### config.mk
export PLATFORM = sky130hd
export DESIGN_NAME = mshr_file
export DESIGN_NICKNAME = d
export VERILOG_FILES = /design/src/rtl/mshr_pkg.sv /design/src/rtl/mshr_entry.sv /design/src/rtl/mshr_drain_sel.sv /design/src/rtl/mshr_scoreboard.sv /design/src/rtl/mshr_file.sv
export SDC_FILE = /design/constraint.sdc
export NUM_CORES = 2
export LEC_CHECK = 0
export BUFFER_PORTS_ARGS = -buffer_cell sky130_fd_sc_hd__clkbuf_2
export CELL_PAD_IN_SITES_DETAIL_PLACEMENT = 0
export CELL_PAD_IN_SITES_GLOBAL_PLACEMENT = 1
export CORE_UTILIZATION = 46
export CTS_CLUSTER_DIAMETER = 50
export DETAILED_ROUTE_END_ITERATION = 6
export PLACE_DENSITY_LB_ADDON = 0.1
export SLEW_MARGIN = 20
export SYNTH_ARGS = -nofsm -noshare
export SYNTH_HDL_FRONTEND = slang
export SYNTH_SLANG_ARGS = --single-unit
### constraint.sdc
create_clock -name clk -period 5 [get_ports clk]
set_input_delay 1.25 -clock clk [delete_from_list [all_inputs] [get_ports clk]]
set_output_delay 1.25 -clock clk [all_outputs]
set_load 0.02 [all_outputs]
### src/rtl/mshr_pkg.sv
package mshr_pkg;
   typedef enum logic [1:0] {
      SLOT_IDLE  = 2'd0,
      SLOT_WAIT  = 2'd1,
      SLOT_DRAIN = 2'd2
   } mshr_state_e;
endpackage

### src/rtl/mshr_entry.sv
module mshr_entry
   import mshr_pkg::*;
#(
   parameter int LINE_W = 26,
   parameter int WORDS  = 4,
   parameter int REG_W  = 5,
   parameter int DATA_W = 32,
   localparam int WORD_W = $clog2(WORDS)
) (
   input  logic                    clk,
   input  logic                    rst_n,
   input  logic                    alloc_i,
   input  logic                    merge_i,
   input  logic [WORD_W-1:0]       word_i,
   input  logic [REG_W-1:0]        dest_i,
   input  logic [LINE_W-1:0]       line_i,
   input  logic                    fill_i,
   input  logic [WORDS*DATA_W-1:0] fill_data_i,
   input  logic                    drain_i,
   input  logic [WORDS-1:0]        drain_clr_i,
   output logic                    busy_o,
   output logic                    draining_o,
   output logic [LINE_W-1:0]       line_o,
   output logic [WORDS-1:0]        vld_o,
   output logic [WORDS*REG_W-1:0]  dest_o,
   output logic [WORDS*DATA_W-1:0] data_o
);
   mshr_state_e              state_q;
   logic [LINE_W-1:0]        line_q;
   logic [WORDS-1:0]         vld_q, vld_d;
   logic [WORDS*REG_W-1:0]   dest_q;
   logic [WORDS*DATA_W-1:0]  data_q;
   logic                     wr_en, last_word;

   assign wr_en     = alloc_i | merge_i;
   assign last_word = drain_i && ((vld_q & ~drain_clr_i) == '0);

   always_comb begin
      vld_d = vld_q;
      if (drain_i) vld_d = vld_d & ~drain_clr_i;
      if (wr_en)   vld_d[word_i] = 1'b1;
   end

   always_ff @(posedge clk) begin
      if (!rst_n) begin
         state_q <= SLOT_IDLE;
         line_q  <= '0;
         vld_q   <= '0;
         dest_q  <= '0;
         data_q  <= '0;
      end else begin
         vld_q <= vld_d;
         if (alloc_i) begin
            state_q <= SLOT_WAIT;
            line_q  <= line_i;
         end
         if (fill_i) begin
            state_q <= SLOT_DRAIN;
            data_q  <= fill_data_i;
         end
         if (last_word) state_q <= SLOT_IDLE;
         for (int i = 0; i < WORDS; i++) begin
            if (wr_en && word_i == WORD_W'(i))
               dest_q[i*REG_W +: REG_W] <= dest_i;
         end
      end
   end

   assign busy_o     = (state_q != SLOT_IDLE);
   assign draining_o = (state_q == SLOT_DRAIN);
   assign line_o     = line_q;
   assign vld_o      = vld_q;
   assign dest_o     = dest_q;
   assign data_o     = data_q;

   // a slot is only claimed while it is free
   p_alloc_idle_r2: assert property (@(posedge clk) disable iff (!rst_n)
      alloc_i |-> (state_q == SLOT_IDLE && vld_q == '0));
   // a refill only lands on a slot still waiting for it
   p_fill_wait_r8: assert property (@(posedge clk) disable iff (!rst_n)
      fill_i |-> (state_q == SLOT_WAIT));
   // a merge never overwrites a waiting destination
   p_merge_slot_r6: assert property (@(posedge clk) disable iff (!rst_n)
      merge_i |-> (state_q == SLOT_WAIT && !vld_q[word_i]));
endmodule

### src/rtl/mshr_drain_sel.sv
module mshr_drain_sel #(
   parameter int N     = 4,
   parameter int WORDS = 4,
   localparam int ENT_W  = (N > 1) ? $clog2(N) : 1,
   localparam int WORD_W = $clog2(WORDS)
) (
   input  logic [N-1:0]       draining_i,
   input  logic [N*WORDS-1:0] vld_flat_i,
   output logic               sel_valid_o,
   output logic [ENT_W-1:0]   sel_ent_o,
   output logic [WORD_W-1:0]  sel_word_o,
   output logic [WORDS-1:0]   sel_mask_o
);
   always_comb begin
      sel_valid_o = 1'b0;
      sel_ent_o   = '0;
      for (int e = 0; e < N; e++) begin
         if (!sel_valid_o && draining_i[e]) begin
            sel_valid_o = 1'b1;
            sel_ent_o   = ENT_W'(e);
         end
      end
      sel_word_o = '0;
      for (int w = WORDS - 1; w >= 0; w--) begin
         if (vld_flat_i[int'(sel_ent_o) * WORDS + w]) sel_word_o = WORD_W'(w);
      end
      sel_mask_o = '0;
      sel_mask_o[sel_word_o] = sel_valid_o;
   end
endmodule

### src/rtl/mshr_scoreboard.sv
module mshr_scoreboard #(
   parameter int REG_W = 5,
   localparam int NREG = 1 << REG_W
) (
   input  logic             clk,
   input  logic             rst_n,
   input  logic             set_en_i,
   input  logic [REG_W-1:0] set_idx_i,
   input  logic             clr_en_i,
   input  logic [REG_W-1:0] clr_idx_i,
   input  logic [REG_W-1:0] query_idx_i,
   output logic             query_empty_o,
   input  logic [REG_W-1:0] chk_idx_i,
   output logic             chk_empty_o
);
   logic [NREG-1:0] empty_q;

   always_ff @(posedge clk) begin
      if (!rst_n) begin
         empty_q <= '0;
      end else begin
         if (clr_en_i) empty_q[clr_idx_i] <= 1'b0;
         if (set_en_i) empty_q[set_idx_i] <= 1'b1;
      end
   end

   assign query_empty_o = empty_q[query_idx_i];
   assign chk_empty_o   = empty_q[chk_idx_i];

   // a register that is already waiting is never claimed again
   p_set_full_reg_r7: assert property (@(posedge clk) disable iff (!rst_n)
      set_en_i |-> !empty_q[set_idx_i]);
   // a write-back always targets a waiting register
   p_clr_empty_reg_r9: assert property (@(posedge clk) disable iff (!rst_n)
      clr_en_i |-> empty_q[clr_idx_i]);
endmodule

### src/rtl/mshr_file.sv
module mshr_file
   import mshr_pkg::*;
#(
   parameter int NUM_ENTRIES    = 4,
   parameter int WORDS_PER_LINE = 4,
   parameter int LINE_ADDR_W    = 26,
   parameter int REG_IDX_W      = 5,
   parameter int DATA_W         = 32,
   localparam int ENT_W  = (NUM_ENTRIES > 1) ? $clog2(NUM_ENTRIES) : 1,
   localparam int WORD_W = $clog2(WORDS_PER_LINE)
) (
   input  logic                             clk,
   input  logic                             rst_n,
   input  logic                             miss_valid,
   output logic                             miss_ready,
   input  logic [LINE_ADDR_W-1:0]           miss_line_addr,
   input  logic [WORD_W-1:0]                miss_word,
   input  logic [REG_IDX_W-1:0]             miss_dest,
   input  logic [REG_IDX_W-1:0]             sb_query_reg,
   output logic                             sb_query_empty,
   output logic                             req_valid,
   output logic [ENT_W-1:0]                 req_id,
   output logic [LINE_ADDR_W-1:0]           req_line_addr,
   input  logic                             rsp_valid,
   input  logic [ENT_W-1:0]                 rsp_id,
   input  logic [WORDS_PER_LINE*DATA_W-1:0] rsp_line_data,
   output logic                             wb_valid,
   output logic [REG_IDX_W-1:0]             wb_reg,
   output logic [DATA_W-1:0]                wb_data
);
   localparam int WORDS = WORDS_PER_LINE;

   if (NUM_ENTRIES < 1 || WORDS < 2 || (WORDS & (WORDS - 1)) != 0) begin : g_bad_cfg
      $error("mshr_file: need NUM_ENTRIES >= 1 and a power-of-two WORDS_PER_LINE >= 2");
   end

   logic [NUM_ENTRIES-1:0]  busy, draining, hit_vec, alloc, merge, fill, drain;
   logic [LINE_ADDR_W-1:0]  line_arr [NUM_ENTRIES];
   logic [WORDS-1:0]        vld_arr  [NUM_ENTRIES];
   logic [WORDS*REG_IDX_W-1:0] dest_arr [NUM_ENTRIES];
   logic [WORDS*DATA_W-1:0] data_arr [NUM_ENTRIES];
   logic [NUM_ENTRIES*WORDS-1:0] vld_flat;

   logic             hit_any, free_any, dest_empty, accept;
   logic [ENT_W-1:0] hit_idx, free_idx, sel_ent;
   logic             sel_valid;
   logic [WORD_W-1:0] sel_word;
   logic [WORDS-1:0] sel_mask;

   for (genvar g = 0; g < NUM_ENTRIES; g++) begin : g_slot
      assign hit_vec[g] = busy[g] && (line_arr[g] == miss_line_addr);
      assign alloc[g]   = accept && !hit_any && (free_idx == ENT_W'(g));
      assign merge[g]   = accept &&  hit_any && (hit_idx  == ENT_W'(g));
      assign fill[g]    = rsp_valid && (rsp_id == ENT_W'(g));
      assign drain[g]   = sel_valid && (sel_ent == ENT_W'(g));
      assign vld_flat[g*WORDS +: WORDS] = vld_arr[g];

      mshr_entry #(
         .LINE_W(LINE_ADDR_W), .WORDS(WORDS), .REG_W(REG_IDX_W), .DATA_W(DATA_W)
      ) i_entry (
         .clk(clk), .rst_n(rst_n),
         .alloc_i(alloc[g]), .merge_i(merge[g]),
         .word_i(miss_word), .dest_i(miss_dest), .line_i(miss_line_addr),
         .fill_i(fill[g]), .fill_data_i(rsp_line_data),
         .drain_i(drain[g]), .drain_clr_i(sel_mask),
         .busy_o(busy[g]), .draining_o(draining[g]), .line_o(line_arr[g]),
         .vld_o(vld_arr[g]), .dest_o(dest_arr[g]), .data_o(data_arr[g])
      );
   end

   always_comb begin
      hit_any  = 1'b0;
      hit_idx  = '0;
      free_any = 1'b0;
      free_idx = '0;
      for (int e = 0; e < NUM_ENTRIES; e++) begin
         if (hit_vec[e]) begin
            hit_any = 1'b1;
            hit_idx = ENT_W'(e);
         end
         if (!free_any && !busy[e]) begin
            free_any = 1'b1;
            free_idx = ENT_W'(e);
         end
      end
   end

   assign miss_ready = !dest_empty &&
                       (hit_any ? (!draining[hit_idx] && !vld_arr[hit_idx][miss_word])
                                : free_any);
   assign accept     = miss_valid && miss_ready;

   assign req_valid     = accept && !hit_any;
   assign req_id        = free_idx;
   assign req_line_addr = miss_line_addr;

   mshr_drain_sel #(.N(NUM_ENTRIES), .WORDS(WORDS)) i_drain_sel (
      .draining_i(draining), .vld_flat_i(vld_flat),
      .sel_valid_o(sel_valid), .sel_ent_o(sel_ent),
      .sel_word_o(sel_word), .sel_mask_o(sel_mask)
   );

   assign wb_valid = sel_valid;
   assign wb_reg   = dest_arr[sel_ent][int'(sel_word)*REG_IDX_W +: REG_IDX_W];
   assign wb_data  = data_arr[sel_ent][int'(sel_word)*DATA_W +: DATA_W];

   mshr_scoreboard #(.REG_W(REG_IDX_W)) i_scoreboard (
      .clk(clk), .rst_n(rst_n),
      .set_en_i(accept), .set_idx_i(miss_dest),
      .clr_en_i(wb_valid), .clr_idx_i(wb_reg),
      .query_idx_i(sb_query_reg), .query_empty_o(sb_query_empty),
      .chk_idx_i(miss_dest), .chk_empty_o(dest_empty)
   );

   // no two slots ever hold the same line
   p_single_hit_r3: assert property (@(posedge clk) disable iff (!rst_n)
      $onehot0(hit_vec));
   // the write-back always comes from a slot that holds a waiting word
   p_wb_from_drain_r10: assert property (@(posedge clk) disable iff (!rst_n)
      wb_valid |-> (draining[sel_ent] && vld_arr[sel_ent][sel_word]));
endmodule

==> summary.md <==
| Metric | Value |
|---|---|
| Leakage | 15.0 nW |
| Adder and majority cell fraction of the synthesized area | 0 |
| Antenna Nets Post-Route | 0 |
| Placed Instances | 5267 |
| Gpl congestion | 0.882 |
| Required @ worst endpoint | 3750 ps |
| CP arrival | 3630 ps |
| I/O Buffers | 240 |
| Clock skew | 15.8 ps |
| Post-synth net total | 4459 |
| Dpl ws | -2.04 ps |
| Pwr dens | 372 mW/mm² |
| 1st-pass router iterations | 5 |
| Gr ovfl total | 0 |
| Via count | 30.6k |
| Final nets | 4575 |
| GRT busiest layer | met2 |
| Met2 GRT Util | 0.488 |
| Worst VDD drop | 0.252 mV |
| Starting Density | 0.468 |
| Number of synthesized flops with an enable pin | 0 |
| Final hold viol count | 0 |
| Root buffer cell | clkbuf_16 |
| Multi-input gate area | 0.0185 mm² |
| Core ar. | 0.0748 mm² |
| Seq/Total Area, Yosys | 0.430 |
| Met3 Use GR | 0.0478 |
| Final Slew Violations | 0 |
| FF+latch count, synth | 752 |
| Relative slew slack | 0.369 |
| Critical Path End Type | output pin |
| Initial antenna violation count | 20 |
| Die footprint | 0.0772 mm² |
| Vias in the first global route | 28.7k |
| Post-layout min period | 4880 ps |
| Largest net degree at the start of global routing | 197 |
| Crit path max-delay family | multiplexers |
| XOR/XNOR Fraction of Synth Area | 0.0260 |
| Slowest stage delay, CP | 570 ps |
| Fmax | 0.205 GHz |
| Simple-Gate Fraction of Synth Area | 0.215 |
| Slowest cell on the critical path | or4_1 |
| Top cells by area, synth | dfxtp_1 (43%), nand2_1 (15%), a21boi_0 (11%) |
| Post-route DRC | 0 |
| Clock sink count | 752 |
| Dpl hpwl | 78600 µm |
| CP Launch Type | input pin |
| First-pass GRT wire length | 183000 µm |
| Post-synth top area share | 0.430 |
| Final period util | 0.976 |
| TritonCTS Buffers | 97 |
| Sequential cell area | 0.0151 mm² |
| Worst min-delay path category | reg2reg |
| Worst slew pin tran | 946 ps |
| RSZ-0062 raised after global routing | no |
| Drt total wl | 122000 µm |
| Initial DRC Count | 2537 |
| Share of layout cells above drive strength 1 | 0.141 |
| Fin cells | 5461 |
| Synth Area in Compound Gates | 0.214 |
| Worst-case clock buffer depth | 3 |
| Ys flop type | dfxtp_1 |
| Ys Warns | 0 |
| Distinct cell type count after synthesis | 69 |
| Syn_area_per_cell | 8.17 µm² |
| Htree depth | 3 |
| CTS tree | done |
| Clock-pin slew on the worst setup and hold paths | 50 ps |
| Met1 usage | 0.422 |
| R2r setup slk | 1150 ps |
| Row count | 100 |
| Number of buffers and inverters on the critical path | 4 |
| Status | finished, final reports clean |
| Top Ports | 241 |
| Fraction of registers with async set/reset | 0 |
| Die W | 278 µm |
| Area delta synth->final | 17.3% |
| Die Y | 278 µm |
| DR WL/cell | 22.3 µm |
| Largest family of logic cells by synthesized area | simple AND/OR/NAND/NOR gates |
| Area leader, netlist | dfxtp_1 |
| Cells after Synth | 4287 |
| Mux contribution to synthesized area | 0.0680 |
| Clk Latency, worst-skew pair | 640 ps |
| Syn Std Cell Area | 0.0350 mm² |
| All-Layer GR Usage | 0.305 |
| CP Max Fanout | 7 |
| Setup Crit Path Kind | in2out |
| Worst path cell trace | clkbuf_4 -> mux4_2 -> mux2_2 -> a31oi_2 -> nand4bb_1 -> buf_4 -> or4_1 -> inv_1 -> clkbuf_2 |
| Max-Cap Viols | 0 |
| Setup WS post-layout | 118 ps |
| Final setup violation count | 0 |
| Fillers | 7200 |
| Routed vias/inst | 5.60 |
| Final Hold Slack | 454 ps |
==> stage by stage <==
stage          area (µm²)  total power [W]  utilization  setup TNS [ps]
3_3_place_gp        37500          0.00811        0.502               0
4_1_cts             40900           0.0154        0.547               0
5_1_grt             41100           0.0158        0.549               0
2_1_floorplan       35000          0.00737            -               0
6_report            41100           0.0153        0.549               0
3_5_place_dp        37500          0.00812        0.502           -2.04
==> final timing paths <==
path	from	endpoint	cells after the start
setup reg to reg	g_slot[2].i_entry.state_q[1]	i_scoreboard.empty_q[18]	13
setup / recovery	miss_dest[0]	req_valid	9
hold / removal	g_slot[1].i_entry.dest_o[12]	g_slot[1].i_entry.dest_o[12]	2
hold reg to reg	g_slot[1].i_entry.dest_o[12]	g_slot[1].i_entry.dest_o[12]	2
==> repair_timing <==
item / in CTS / in global routing
pin swaps: 1 / 2
buffers inserted: 2 / 3
gates resized for setup: 12 / 16
gates cloned: 0 / 1
hold buffers: 0 / 0
endpoints found under the setup margin: 23 / 24
==> synth_stat cells (5+ instances only) <==
master and n:
dfxtp_1 752, nand3b_1 5, or4_1 7, nor3b_1 7, buf_2 17, nor2b_1 149
nor2_1 63, nand2_1 1410, mux2i_1 194, and4_1 5, o211ai_1 21, xnor2_1 20
a221o_1 67, nor4_1 35, a22oi_1 8, o22ai_1 12, xor2_1 84, o31ai_1 11
inv_1 9, clkbuf_1 316, o21ai_0 60, o221ai_1 7, nor3_1 24, a21oi_1 160
a221oi_1 96, buf_4 26, or3_1 5, o21a_1 13, mux4_2 18, nand3_1 30
a21boi_0 530, nand2b_1 14, nand4_1 14, a32o_1 8, buf_1 25
==> cells in the final DEF, fill, tap and decap left out, types with 12 or more instances in the layout <==
| cell | synthesis | layout |
|---|---|---|
| clkinvlp_4 | 0 | 12 |
| mux4_2 | 18 | 18 |
| nand4_1 | 14 | 14 |
| o21a_1 | 13 | 13 |
| nor2_1 | 63 | 58 |
| nand2b_1 | 14 | 12 |
| clkbuf_16 | 0 | 100 |
| buf_4 | 26 | 132 |
| nand3_1 | 30 | 29 |
| nand2_1 | 1410 | 1409 |
| a21oi_1 | 160 | 160 |
| mux2i_1 | 194 | 194 |
| a221oi_1 | 96 | 93 |
| xor2_1 | 84 | 84 |
| nor2b_1 | 149 | 145 |
| nor4_1 | 35 | 30 |
| xnor2_1 | 20 | 20 |
| nor3_1 | 24 | 22 |
| a221o_1 | 67 | 67 |
| o211ai_1 | 21 | 21 |
| o21ai_0 | 60 | 53 |
| clkbuf_1 | 316 | 18 |
| clkbuf_8 | 0 | 16 |
| a21boi_0 | 530 | 530 |
| dfxtp_1 | 752 | 751 |
| diode_2 | 0 | 12 |
| clkbuf_2 | 1 | 238 |
| buf_12 | 0 | 32 |
| o22ai_1 | 12 | 12 |
==> worst register-to-register path, delay by kind of cell (launching register included) <==
family,cells,cell delay (ps)
flops,1,440
compound gates,4,1000
simple gates,6,1640
buf+inv,3,670
==> state kept, by name, summed over array words and instances (netlist names) <==
signal	count
g_slot.i_entry.line_o	104
g_slot.i_entry.state_q	8
i_scoreboard.empty_q	32
g_slot.i_entry.data_o	512
g_slot.i_entry.dest_o	80
g_slot.i_entry.vld_o	16
==> layer usage <==
metal | vias to the layer above | part of all wire
met5 | - | 0.00052
met4 | 10 | 0.027
met3 | 172 | 0.054
met2 | 779 | 0.46
met1 | 14800 | 0.46
li1 | 14800 | -
==> layout make-up <==
type | instances | share of cell area
flip-flops and latches | 752 | 0.367
clock inverters | 43 | 0.0143
diodes | 12 | 0.000731
inverters | 9 | 0.000823
well taps | 969 | 0.0295
multi-input cells | 3138 | 0.451
repair buffers | 405 | 0.0699
clock buffers | 133 | 0.0673
==> cell families (layout without fill, tap and decap cells) <==
logic type	count (synthesis)	count (layout)
multiplexers	215	215
XOR/XNOR	104	104
AND/OR/NAND/NOR	1793	1793
flip-flops	752	752
other	0	12
AO/OA/AOI/OAI	1026	1026
buffers and inverters	397	590
==> where the power goes <==
group          internal (W)  switching, W  leakage [nW]
Clock               0.00446       0.00279          1.61
Sequential          0.00618      0.000106          6.10
Combinational      0.000591       0.00115          7.25
(Power assumes the default switching activity.)
